<file path="config.mk">
export PLATFORM = sky130hd
export DESIGN_NAME = flash_cmd_ctrl
export DESIGN_NICKNAME = d
export VERILOG_FILES = /design/src/rtl/flash_cmd_pkg.sv /design/src/rtl/fc_timer.sv /design/src/rtl/fc_array.sv /design/src/rtl/flash_cmd_ctrl.sv
export SDC_FILE = /design/constraint.sdc
export NUM_CORES = 1
export LEC_CHECK = 0
export ABC_AREA = 1
export CORE_MARGIN = 2
export CORE_UTILIZATION = 60
export CTS_CLUSTER_SIZE = 30
export DETAILED_ROUTE_END_ITERATION = 16
export GPL_TIMING_DRIVEN = 0
export PLACE_DENSITY = 0.85
export SYNTH_ARGS = -nofsm -noshare
export SYNTH_HDL_FRONTEND = slang
export SYNTH_SLANG_ARGS = --single-unit
</file>
<file path="constraint.sdc">
create_clock -name clk -period 2.5 [get_ports clk]
set_input_delay 0.5 -clock clk [delete_from_list [all_inputs] [get_ports clk]]
set_output_delay 0.5 -clock clk [all_outputs]
set_load 0.01 [all_outputs]
</file>
<file path="src/rtl/flash_cmd_pkg.sv">
package flash_cmd_pkg;

    typedef enum logic [2:0] {
        ST_IDLE,
        ST_ERS_SETUP,
        ST_CHIP_SETUP,
        ST_PROG_SETUP,
        ST_ERASING,
        ST_CHIP_ERASING,
        ST_PROGRAMMING,
        ST_PROG_SUSP
    } fc_state_e;

    typedef enum logic [1:0] {
        RD_ARRAY,
        RD_IDENT,
        RD_STATUS
    } fc_rdmode_e;

    localparam logic [7:0] CMD_RD_ARRAY  = 8'hFF;
    localparam logic [7:0] CMD_RD_IDENT  = 8'h90;
    localparam logic [7:0] CMD_RD_STATUS = 8'h70;
    localparam logic [7:0] CMD_CLR_STAT  = 8'h50;
    localparam logic [7:0] CMD_BLK_ERASE = 8'h20;
    localparam logic [7:0] CMD_CHIP_ERS  = 8'h30;
    localparam logic [7:0] CMD_PROGRAM   = 8'h40;
    localparam logic [7:0] CMD_SUSPEND   = 8'hB0;
    localparam logic [7:0] CMD_CONFIRM   = 8'hD0;

    localparam logic [15:0] ID_MAKER  = 16'h00B0;
    localparam logic [15:0] ID_DEVICE = 16'h00A4;

endpackage

</file>
<file path="src/rtl/fc_timer.sv">
module fc_timer #(
    parameter int TW = 8
) (
    input  logic          clk,
    input  logic          rst_n,
    input  logic          load,
    input  logic [TW-1:0] dur,
    input  logic          run,
    output logic          expire
);

    logic [TW-1:0] cnt_q;

    always_ff @(posedge clk or negedge rst_n) begin
        if (!rst_n)
            cnt_q <= '0;
        else if (load)
            cnt_q <= dur - TW'(1);
        else if (run && cnt_q != '0)
            cnt_q <= cnt_q - TW'(1);
    end

    assign expire = run && (cnt_q == '0);

    // a freshly loaded count of at least two cycles cannot expire at once
    assert_load_no_expire_R4: assert property (@(posedge clk) disable iff (!rst_n)
        (load && dur > TW'(1)) |=> !expire);

endmodule

</file>
<file path="src/rtl/fc_array.sv">
module fc_array #(
    parameter int NBLK      = 4,
    parameter int BLK_WORDS = 4,
    parameter int AW        = 4,
    parameter int BKW       = 2
) (
    input  logic                 clk,
    input  logic                 ers_blk_en,
    input  logic [BKW-1:0]       ers_blk,
    input  logic                 ers_all,
    input  logic [NBLK-1:0]      ers_mask,
    input  logic                 prog_en,
    input  logic [AW-1:0]        prog_addr,
    input  logic [15:0]          prog_data,
    input  logic [AW-1:0]        rd_addr,
    output logic [15:0]          rd_data
);

    localparam int NW = NBLK * BLK_WORDS;

    logic [NW-1:0][15:0] words;

    for (genvar i = 0; i < NW; i++) begin : g_word
        localparam int BI = i / BLK_WORDS;
        logic [15:0] word_q;
        always_ff @(posedge clk) begin
            if ((ers_all && ers_mask[BI]) || (ers_blk_en && ers_blk == BKW'(BI)))
                word_q <= 16'hFFFF;
            else if (prog_en && prog_addr == AW'(i))
                word_q <= word_q & prog_data;
        end
        assign words[i] = word_q;
    end

    assign rd_data = words[rd_addr];

    // a program commit never coincides with an erase commit
    assert_single_commit_R5: assert property (@(posedge clk)
        !(prog_en && (ers_all || ers_blk_en)));

endmodule

</file>
<file path="src/rtl/flash_cmd_ctrl.sv">
module flash_cmd_ctrl
    import flash_cmd_pkg::*;
#(
    parameter int NBLK      = 4,
    parameter int BLK_WORDS = 4,
    parameter int ERASE_CYC = 1000,
    parameter int CHIP_CYC  = 4000,
    parameter int PROG_CYC  = 50
) (
    input  logic                                        clk,
    input  logic                                        rst_n,
    input  logic                                        wr_en,
    input  logic [$clog2(NBLK)+$clog2(BLK_WORDS)-1:0]   addr,
    input  logic [15:0]                                 wdata,
    input  logic [NBLK-1:0]                             blk_lock,
    input  logic                                        vsup_low,
    output logic [15:0]                                 rdata,
    output logic                                        rdy
);

    localparam int BW   = $clog2(BLK_WORDS);
    localparam int BKW  = $clog2(NBLK);
    localparam int AW   = BKW + BW;
    localparam int MAXE = (CHIP_CYC > ERASE_CYC) ? CHIP_CYC : ERASE_CYC;
    localparam int MAXC = (MAXE > PROG_CYC) ? MAXE : PROG_CYC;
    localparam int TW   = $clog2(MAXC + 1);

    fc_state_e  state_q, nxt_state;
    fc_rdmode_e mode_q;

    logic [7:0]     cmd;
    logic [BKW-1:0] addr_blk;
    logic           busy;
    logic           same_addr;

    logic [AW-1:0]  setup_addr_q;
    logic [BKW-1:0] ers_blk_q;
    logic [AW-1:0]  prog_addr_q;
    logic [15:0]    prog_data_q;
    logic           erase_held_q;
    logic           sr5_q, sr4_q, sr3_q, sr1_q;

    logic ers_load, chip_load, prog_load;
    logic ers_exp, prog_exp;
    logic ers_commit, chip_commit, prog_commit;
    logic improper, ab_lock_e, ab_lock_p, ab_vlow_e, ab_vlow_p;
    logic susp_e, resume_e;

    logic [TW-1:0] ers_dur;
    logic [15:0]   arr_rd;
    logic [15:0]   status_w;

    assign cmd       = wdata[7:0];
    assign addr_blk  = addr[AW-1:BW];
    assign same_addr = (addr == setup_addr_q);
    assign busy      = (state_q == ST_ERASING) || (state_q == ST_CHIP_ERASING) ||
                       (state_q == ST_PROGRAMMING);

    // state register
    always_ff @(posedge clk or negedge rst_n) begin
        if (!rst_n) state_q <= ST_IDLE;
        else        state_q <= nxt_state;
    end

    // next state and control strobes
    always_comb begin
        nxt_state   = state_q;
        ers_load    = 1'b0;
        chip_load   = 1'b0;
        prog_load   = 1'b0;
        ers_commit  = 1'b0;
        chip_commit = 1'b0;
        prog_commit = 1'b0;
        improper    = 1'b0;
        ab_lock_e   = 1'b0;
        ab_lock_p   = 1'b0;
        ab_vlow_e   = 1'b0;
        ab_vlow_p   = 1'b0;
        susp_e      = 1'b0;
        resume_e    = 1'b0;
        unique case (state_q)
            ST_IDLE: if (wr_en) begin
                if (!erase_held_q && cmd == CMD_BLK_ERASE)      nxt_state = ST_ERS_SETUP;
                else if (!erase_held_q && cmd == CMD_CHIP_ERS)  nxt_state = ST_CHIP_SETUP;
                else if (cmd == CMD_PROGRAM)                    nxt_state = ST_PROG_SETUP;
                else if (erase_held_q && cmd == CMD_CONFIRM) begin
                    nxt_state = ST_ERASING;
                    resume_e  = 1'b1;
                end
            end
            ST_ERS_SETUP: if (wr_en) begin
                nxt_state = ST_IDLE;
                if (cmd != CMD_CONFIRM || !same_addr) improper  = 1'b1;
                else if (vsup_low)                    ab_vlow_e = 1'b1;
                else if (blk_lock[addr_blk])          ab_lock_e = 1'b1;
                else begin
                    nxt_state = ST_ERASING;
                    ers_load  = 1'b1;
                end
            end
            ST_CHIP_SETUP: if (wr_en) begin
                nxt_state = ST_IDLE;
                if (cmd != CMD_CONFIRM || !same_addr) improper  = 1'b1;
                else if (vsup_low)                    ab_vlow_e = 1'b1;
                else begin
                    nxt_state = ST_CHIP_ERASING;
                    chip_load = 1'b1;
                end
            end
            ST_PROG_SETUP: if (wr_en) begin
                nxt_state = ST_IDLE;
                if (!same_addr)               improper  = 1'b1;
                else if (vsup_low)            ab_vlow_p = 1'b1;
                else if (blk_lock[addr_blk])  ab_lock_p = 1'b1;
                else begin
                    nxt_state = ST_PROGRAMMING;
                    prog_load = 1'b1;
                end
            end
            ST_ERASING: begin
                if (ers_exp) begin
                    nxt_state  = ST_IDLE;
                    ers_commit = 1'b1;
                end else if (wr_en && cmd == CMD_SUSPEND) begin
                    nxt_state = ST_IDLE;
                    susp_e    = 1'b1;
                end
            end
            ST_CHIP_ERASING: begin
                if (ers_exp) begin
                    nxt_state   = ST_IDLE;
                    chip_commit = 1'b1;
                end
            end
            ST_PROGRAMMING: begin
                if (prog_exp) begin
                    nxt_state   = ST_IDLE;
                    prog_commit = 1'b1;
                end else if (wr_en && cmd == CMD_SUSPEND) begin
                    nxt_state = ST_PROG_SUSP;
                end
            end
            ST_PROG_SUSP: begin
                if (wr_en && cmd == CMD_CONFIRM) nxt_state = ST_PROGRAMMING;
            end
        endcase
    end

    // registered datapath: read mode, status bits, saved operands
    always_ff @(posedge clk or negedge rst_n) begin
        if (!rst_n) begin
            mode_q       <= RD_ARRAY;
            setup_addr_q <= '0;
            ers_blk_q    <= '0;
            prog_addr_q  <= '0;
            prog_data_q  <= '0;
            erase_held_q <= 1'b0;
            sr5_q        <= 1'b0;
            sr4_q        <= 1'b0;
            sr3_q        <= 1'b0;
            sr1_q        <= 1'b0;
        end else begin
            if (wr_en) begin
                if (busy)
                    mode_q <= RD_STATUS;
                else if (state_q == ST_IDLE || state_q == ST_PROG_SUSP) begin
                    if (nxt_state != state_q)          mode_q <= RD_STATUS;
                    else if (cmd == CMD_RD_ARRAY)      mode_q <= RD_ARRAY;
                    else if (cmd == CMD_RD_IDENT)      mode_q <= RD_IDENT;
                    else if (cmd == CMD_RD_STATUS)     mode_q <= RD_STATUS;
                end else
                    mode_q <= RD_STATUS;
            end
            if (state_q == ST_IDLE && wr_en) setup_addr_q <= addr;
            if (ers_load) ers_blk_q <= addr_blk;
            if (state_q == ST_PROG_SETUP && wr_en) begin
                prog_addr_q <= addr;
                prog_data_q <= wdata;
            end
            if (susp_e)        erase_held_q <= 1'b1;
            else if (resume_e) erase_held_q <= 1'b0;
            if (wr_en && cmd == CMD_CLR_STAT &&
                (state_q == ST_IDLE || state_q == ST_PROG_SUSP)) begin
                sr5_q <= 1'b0;
                sr4_q <= 1'b0;
                sr3_q <= 1'b0;
                sr1_q <= 1'b0;
            end else begin
                if (improper || ab_lock_e || ab_vlow_e) sr5_q <= 1'b1;
                if (improper || ab_lock_p || ab_vlow_p) sr4_q <= 1'b1;
                if (ab_vlow_e || ab_vlow_p)             sr3_q <= 1'b1;
                if (ab_lock_e || ab_lock_p)             sr1_q <= 1'b1;
            end
        end
    end

    assign ers_dur = chip_load ? TW'(CHIP_CYC) : TW'(ERASE_CYC);

    fc_timer #(.TW(TW)) u_ers_tmr (
        .clk    (clk),
        .rst_n  (rst_n),
        .load   (ers_load || chip_load),
        .dur    (ers_dur),
        .run    (state_q == ST_ERASING || state_q == ST_CHIP_ERASING),
        .expire (ers_exp)
    );

    fc_timer #(.TW(TW)) u_prog_tmr (
        .clk    (clk),
        .rst_n  (rst_n),
        .load   (prog_load),
        .dur    (TW'(PROG_CYC)),
        .run    (state_q == ST_PROGRAMMING),
        .expire (prog_exp)
    );

    fc_array #(.NBLK(NBLK), .BLK_WORDS(BLK_WORDS), .AW(AW), .BKW(BKW)) u_array (
        .clk        (clk),
        .ers_blk_en (ers_commit),
        .ers_blk    (ers_blk_q),
        .ers_all    (chip_commit),
        .ers_mask   (~blk_lock),
        .prog_en    (prog_commit),
        .prog_addr  (prog_addr_q),
        .prog_data  (prog_data_q),
        .rd_addr    (addr),
        .rd_data    (arr_rd)
    );

    // outputs
    always_comb begin
        if (busy)
            status_w = 16'h0000;
        else
            status_w = {8'h00, 1'b1, erase_held_q, sr5_q, sr4_q, sr3_q,
                        (state_q == ST_PROG_SUSP), sr1_q, 1'b0};
        rdy = !busy;
        case (mode_q)
            RD_ARRAY:  rdata = arr_rd;
            RD_IDENT:  rdata = (addr == AW'(0)) ? ID_MAKER :
                               (addr == AW'(1)) ? ID_DEVICE : 16'h0000;
            RD_STATUS: rdata = status_w;
            default:   rdata = 16'h0000;
        endcase
    end

    assert_busy_needs_write_R4: assert property (@(posedge clk) disable iff (!rst_n)
        (!rdy && $past(rdy)) |-> $past(wr_en));

    assert_chip_no_suspend_R6: assert property (@(posedge clk) disable iff (!rst_n)
        (state_q == ST_CHIP_ERASING && wr_en && cmd == CMD_SUSPEND && !ers_exp)
        |=> (state_q == ST_CHIP_ERASING));

    assert_lock_abort_R8: assert property (@(posedge clk) disable iff (!rst_n)
        (state_q == ST_ERS_SETUP && wr_en && cmd == CMD_CONFIRM && same_addr &&
         !vsup_low && blk_lock[addr_blk]) |=> (rdy && sr1_q && sr5_q));

    assert_error_sticky_R3: assert property (@(posedge clk) disable iff (!rst_n)
        (sr5_q && !(wr_en && cmd == CMD_CLR_STAT)) |=> sr5_q);

    assert_resume_prog_first_R11: assert property (@(posedge clk) disable iff (!rst_n)
        (state_q == ST_PROG_SUSP && wr_en && cmd == CMD_CONFIRM)
        |=> (state_q == ST_PROGRAMMING && erase_held_q == $past(erase_held_q)));

endmodule

</file>
==> impl_metrics.yaml, run 1 <==
clocking:
  cts-htree-levels: 2
  cts_tree: "done"
  clk_path_buf_depth: 3
  cts.clk_slew.worst_paths_ns: 0.05
  cts_made_buffers: 34
  cts-root-buf: "clkbuf_16"
  cts_sinks: 316
  clk_latency_ns: 0.52
cells_and_area:
  fin_nets: 1916
  area_growth_pct: 19.1
  drive_above_1_share_pct: 14.5
  final_cells: 2196
  diodes: 0
  design_area_mm2: 0.0166
  nFillCells: 1616
detailed_routing:
  routedWlPerCell_um: 21.0
  drt_pass1_iterations: 7
  routed_wl_um: 46100
  wl_met3_um: 5700
  dr_wl_met2_um: 21000
  wl_met1_um: 17600
  num_vias: 14000
  ant_nets: 0
  highest_layer: "met4"
  drc_errors: 0
  vias_per_cell: 6.35
  first_iter_violations: 2125
worst_setup_path:
  path_max_fanout: 11
  cp.required_ns: 2.00
  worst_r2r_startpoint: "u_ers_tmr.cnt_q[5]"
  timing.rr.end: "u_array.g_word[0].word_q[3]"
  path_class: "in2out"
  r2r_setup_slack_ns: 0.08
  cp_data_arrival_time_ns: 2.06
  cp-start-kind: "input pin"
  end_kind: "primary output"
  reg2regPathDepth: 9
floorplanning:
  rows: 55
  die_area_mm2: 0.0245
  start_util_pct: 61.4
  ios: 45
  core_mm2: 0.0227
  die_w_um: 156
  die_y_um: 156
logic_synthesis:
  postSynthCellCount: 1790
  ys_seq_area_share_pct: 47.5
  synth-seq-cells: 316
  avgSynthCellArea_um2: 7.79
  synthTopCellsByCount: "nand2_1 (437), o21ai_0 (339), dfxtp_1 (256)"
  netlist_area_mm2: 0.0139
  ys_types: 51
  yosysTopAreaCell: "dfxtp_1"
  yosysTopAreaCellShare_pct: 36.8
  post-synth-top-count-cell: "nand2_1"
  synth_area_leaders: "dfxtp_1 (37%), o21ai_0 (12%), nand2_1 (12%)"
  synth-main-ff-cell: "dfxtp_1"
  ys.warnings.count: 0
  async_flop_share_pct: 19.0
  synth_edf_count: 0
  syn_nets: 1821
global_routing:
  grt_pass1_vias: 13200
  grt_pass1_wl_um: 71000
  antenna_found_initial: 0
  grt-ovfl-total: 0
  globalRouteTotalUtil_pct: 37.2
  grt_max_degree: 61
outcome:
  violations: "negative setup slack"
  status: "complete, but fails checks"
place:
  dp.cells: 2116
  dp_hpwl_um: 31400
  place_ws_ns: -1.37
  placedInstanceArea_mm2: 0.0147
  gp_congestion: 0.992
  portBuffers: 41
sta:
  rsz0062_at_grt: "yes"
  fmax_mhz: 391
  period_share_pct: 102
  finalCriticalPeriod_ns: 2.56
  layout_setup_ws_ns: -0.0571
  skew_ns: 0.0261
  tightest_slew_ns: 0.835
  slew_viol_final: 0
  final.setup.tns_ns: -0.0909
  setup_viol: 3
  final_hold_viol_count: 0
  max_slew_margin_pct: 44.3
pwr:
  p_leak_nw: 6.76
  powerDensity_mw_per_mm2: 890
  power_mw: 14.8
  vdd_drop_max_v: 0.000650
flow_run:
  maxCapViolations: 0
worst_hold_path:
  hold_class: "in2async"
[report_power, final]
group	internal (mW)	switching, mW	leakage, nW
Sequential	5.38	0.561	2.80
Combinational	1.03	2.39	3.37
Clock	3.27	2.14	0.586
[metal layers]
metal / track usage [%] / up-vias
met4: 16.2 / 0
met1: 47.6 / 6539
met2: 58.9 / 1007
met3: 10.4 / 165
met5: 0 / -
li1: - / 6239
[worst max-delay path, cell delays in order]
cell,delay (ns)
buf_6,0.13
clkbuf_16,0.20
clkbuf_8,0.21
mux2i_2,0.26
o22ai_1,0.13
nand2_1,0.08
nand3_1,0.12
nand2_1,0.09
nand3_1,0.06
clkdlybuf4s15_1,0.25
[cells by family (layout without fill, tap and decap cells)]
family | after synthesis | count (layout) | share of synthesized area [%]
flops | 316 | 316 | 47.5
buf+inv | 206 | 327 | 6.41
mux | 32 | 32 | 2.30
xor+xnor | 8 | 8 | 0.503
simple gates | 768 | 768 | 24.9
fa+ha+maj | 3 | 3 | 0.269
compound gates | 457 | 457 | 18.0
[worst max-delay path by stage]
stage / start / end / slack, ns / cells after the start
2_1_floorplan: addr[0] / rdata[14] / 0.15 / 8
3_3_place_gp: addr[3] / rdata[7] / -1.33 / 9
3_5_place_dp: addr[2] / rdata[14] / -1.37 / 8
4_1_cts: addr[0] / rdata[14] / -0.13 / 8
5_1_grt: addr[0] / rdata[5] / -0.06 / 10
6_report: addr[0] / rdata[5] / -0.06 / 10
[cells in the final DEF (no fill, tap or decap), types with 13 or more instances in the layout]
cell             count
o21ai_0            334
buf_2               22
inv_2               18
mux2i_1             29
nand3_1            121
clkbuf_16           40
dfxtp_1            256
nand2_1            433
o2111ai_1           31
clkdlybuf4s50_1     17
buf_4               27
nor2_4              15
dfrtp_1             60
o21ai_1             17
inv_1               65
o22ai_1             30
a21oi_1             13
nor2_1             119
clkbuf_2            17
buf_6               15
clkbuf_8            16
clkbuf_1            43
[stage by stage]
| stage | util [%] | hold slack [ns] |
|---|---|---|
| detailed placement | 64.7 | 0.449 |
| CTS | 71.7 | 0.107 |
| floorplan | - | 0.204 |
| global route | 73.1 | 0.143 |
| finish | 73.1 | 0.0759 |
| global placement | 64.7 | 0.444 |
[area by class of cell]
cell class	count	area, um^2	area share (%)
Tap cell	285	357	2.15
Sequential cell	316	6630	39.9
Multi-Input combinational cell	1268	6650	40.1
Inverter	90	362	2.18
Buffer	115	856	5.16
Timing Repair Buffer	60	539	3.25
Clock inverter	12	154	0.927
Clock buffer	50	1060	6.36
[timing repair]
action / CTS / global route
pin swaps: 11 / 27
resized for setup: 142 / 116
gates cloned: 0 / 1
hold buffers: 0 / 0
setup buffers: 5 / 13
endpoints found under the setup margin: 100 / 102
[state kept, by name, indices dropped and copies added (netlist names), 2 cells and up]
| name | count |
|---|---|
| prog_addr_q | 4 |
| prog_data_q | 16 |
| u_ers_tmr.cnt_q | 12 |
| state_q | 3 |
| mode_q | 2 |
| setup_addr_q | 4 |
| u_array.g_word.word_q | 256 |
| u_prog_tmr.cnt_q | 12 |
| ers_blk_q | 2 |
No activity file was read; power rests on OpenSTA's default activity.
==> run 2, diff against run 1 <==
--- a/config.mk
+++ b/config.mk
@@ -11,7 +11,7 @@
 export CTS_CLUSTER_SIZE = 30
 export DETAILED_ROUTE_END_ITERATION = 16
 export GPL_TIMING_DRIVEN = 0
-export PLACE_DENSITY = 0.85
+export PLACE_DENSITY = 0.78
 export SYNTH_ARGS = -nofsm -noshare
 export SYNTH_HDL_FRONTEND = slang
 export SYNTH_SLANG_ARGS = --single-unit
==> run 2 against run 1 <==
  * The flow still finishes with violations (negative setup slack)
  * Worst hold slack lost 0.0025 ns
  * Maximum frequency grew 1.7%
  * Worst setup slack gained 0.042 ns
  * Critical path depth shrank 1
==> impl_metrics.yaml, run 2 (synthesized netlist as in run 1, its figures left out) <==
worst_setup_path:
  path_class: "in2out"
  cp.required_ns: 2.00
  cp_slowest_stage_delay_ns: 0.29
  cp-start-kind: "input pin"
  timing.rr.end: "u_array.g_word[7].word_q[15]"
  cp_top_family: "buffers and inverters"
  path_max_fanout: 10
  cp_num_buf_inv: 5
  cp_data_arrival_time_ns: 2.02
  r2r_setup_slack_ns: 0.10
  reg2regPathDepth: 10
  worst_r2r_startpoint: "u_prog_tmr.cnt_q[0]"
  crit_start: "addr[1]"
  worst_path_max_delay_cell: "dlygate4sd2_1"
  end_kind: "primary output"
  path_cells: "buf_6, inv_2, clkbuf_8, clkbuf_8, nand3_1, o2111ai_1, nand3_1, a31oi_1, dlygate4sd2_1"
detailed_routing:
  num_vias: 13700
  drt_pass1_iterations: 6
  routedWlPerCell_um: 20.8
  wl_met1_um: 17700
  highest_layer: "met4"
  routed_wl_um: 45800
  drc_errors: 0
  dr_wl_met2_um: 21200
  first_iter_violations: 1534
  vias_per_cell: 6.22
  ant_nets: 0
  wl_met3_um: 4950
sta:
  fmax_mhz: 398
  finalCriticalPeriod_ns: 2.52
  tightest_slew_ns: 0.831
  finalHoldWorstSlack_ns: 0.0734
  rsz0062_at_grt: "yes"
  slew_viol_final: 0
  final.setup.tns_ns: -0.0182
  setup_viol: 2
  period_share_pct: 101
  final_hold_viol_count: 0
  max_slew_margin_pct: 44.6
  skew_ns: 0.0219
  layout_setup_ws_ns: -0.0155
pwr:
  swShare_pct: 34.3
  clkPwrFrac_pct: 36.8
  share_comb_of_total_power_pct: 22.9
  vdd_drop_max_v: 0.000727
  powerDensity_mw_per_mm2: 880
  switchingPower_mw: 5.03
  p_int_mw: 9.66
  power_mw: 14.7
  seqPwrFrac_pct: 40.4
  p_leak_nw: 6.82
clocking:
  clk_path_buf_depth: 3
  cts_made_buffers: 34
  clk_latency_ns: 0.53
  ctsHoldBuffers: 0
  cts_tree: "done"
  cts-root-buf: "clkbuf_16"
  cts-htree-levels: 2
  cts_sinks: 316
  cts.clk_slew.worst_paths_ns: 0.07
outcome:
  violations: "negative setup slack"
  status: "complete, but fails checks"
global_routing:
  grt_pass1_wl_um: 70400
  grt_pass1_vias: 13000
  grt-ovfl-total: 0
  globalRouteTotalUtil_pct: 37.3
  antenna_found_initial: 0
  grt_max_degree: 61
place:
  dp_hpwl_um: 31600
  gp_congestion: 0.976
  portBuffers: 41
cells_and_area:
  area_growth_pct: 19.7
  diodes: 0
  biggestRegsByFlops: "u_array.g_word.word_q: 256 flops, prog_data_q: 16 flops"
  drive_above_1_share_pct: 14.7
  mostFrequentLayoutCells: "nand2_1 (435), o21ai_0 (332), dfxtp_1 (256)"
  layout.cells.most_common: "nand2_1"
  nFillCells: 1733
  fin_nets: 1918
  largest_reg_flops: 256
  postLayoutCoreUtil_pct: 73.5
  max_flop_register: "u_array.g_word.word_q"
floorplanning:
  rows: 55
  start_util_pct: 61.4
  ios: 45
  die_w_um: 156
  die_y_um: 156
  core_mm2: 0.0227
  die_area_mm2: 0.0245
worst_hold_path:
  hold_class: "in2async"
flow_run:
  maxCapViolations: 0
==> run 2: how the worst max path moves through the flow <==
stage / slack, ns / depth (start not counted) / endpoint
3_3_place_gp: -1.52 / 9 / rdata[7]
4_1_cts: 0.001 / 9 / rdata[11]
2_1_floorplan: 0.15 / 8 / rdata[14]
3_5_place_dp: -1.52 / 9 / rdata[7]
5_1_grt: -0.06 / 18 / u_ers_tmr.cnt_q[8]
6_report: -0.02 / 9 / rdata[12]
==> run 2: layer usage <==
| metal | up-vias | track usage (%) |
|---|---|---|
| met1 | 6399 | 47.1 |
| li1 | 6257 | - |
| met3 | 184 | 8.34 |
| met2 | 836 | 61.1 |
| met4 | 0 | 16.9 |
| met5 | - | 0 |
==> run 2: final cells by class <==
cell class,instances,area (um^2),area share (%)
Buffer,115,907,5.44
Clock buffer,46,1040,6.24
Clock inverter,16,175,1.05
Inverter,90,359,2.15
Multi-Input combinational cell,1268,6660,39.9
Sequential cell,316,6630,39.7
Tap cell,285,357,2.14
Timing Repair Buffer,62,561,3.36
==> run 2: power groups by stage <==
stage	Clock [mW]	Combinational (mW)	Sequential, mW
after floorplan	0	2.09	5.75
after global placement	0	3.07	5.97
after detailed placement	0	3.13	5.97
after CTS	5.38	3.21	5.88
after global routing	5.59	3.66	5.95
final	5.40	3.36	5.93
==> run 2: through the flow <==
stage	instance area [um^2]	std cells	setup slack, ns
2_1_floorplan	13900	1790	0.147
3_5_place_dp	14700	2116	-1.52
3_3_place_gp	14700	2116	-1.52
5_1_grt	16700	2198	-0.0614
6_report	16700	2198	-0.0155
4_1_cts	16400	2186	0.00133
==> run 2: timing repair <==
action | CTS | global route
setup endpoints to repair | 81 | 94
pin swaps | 10 | 25
buffers inserted | 8 | 11
gates cloned | 0 | 2
resized for setup | 172 | 80
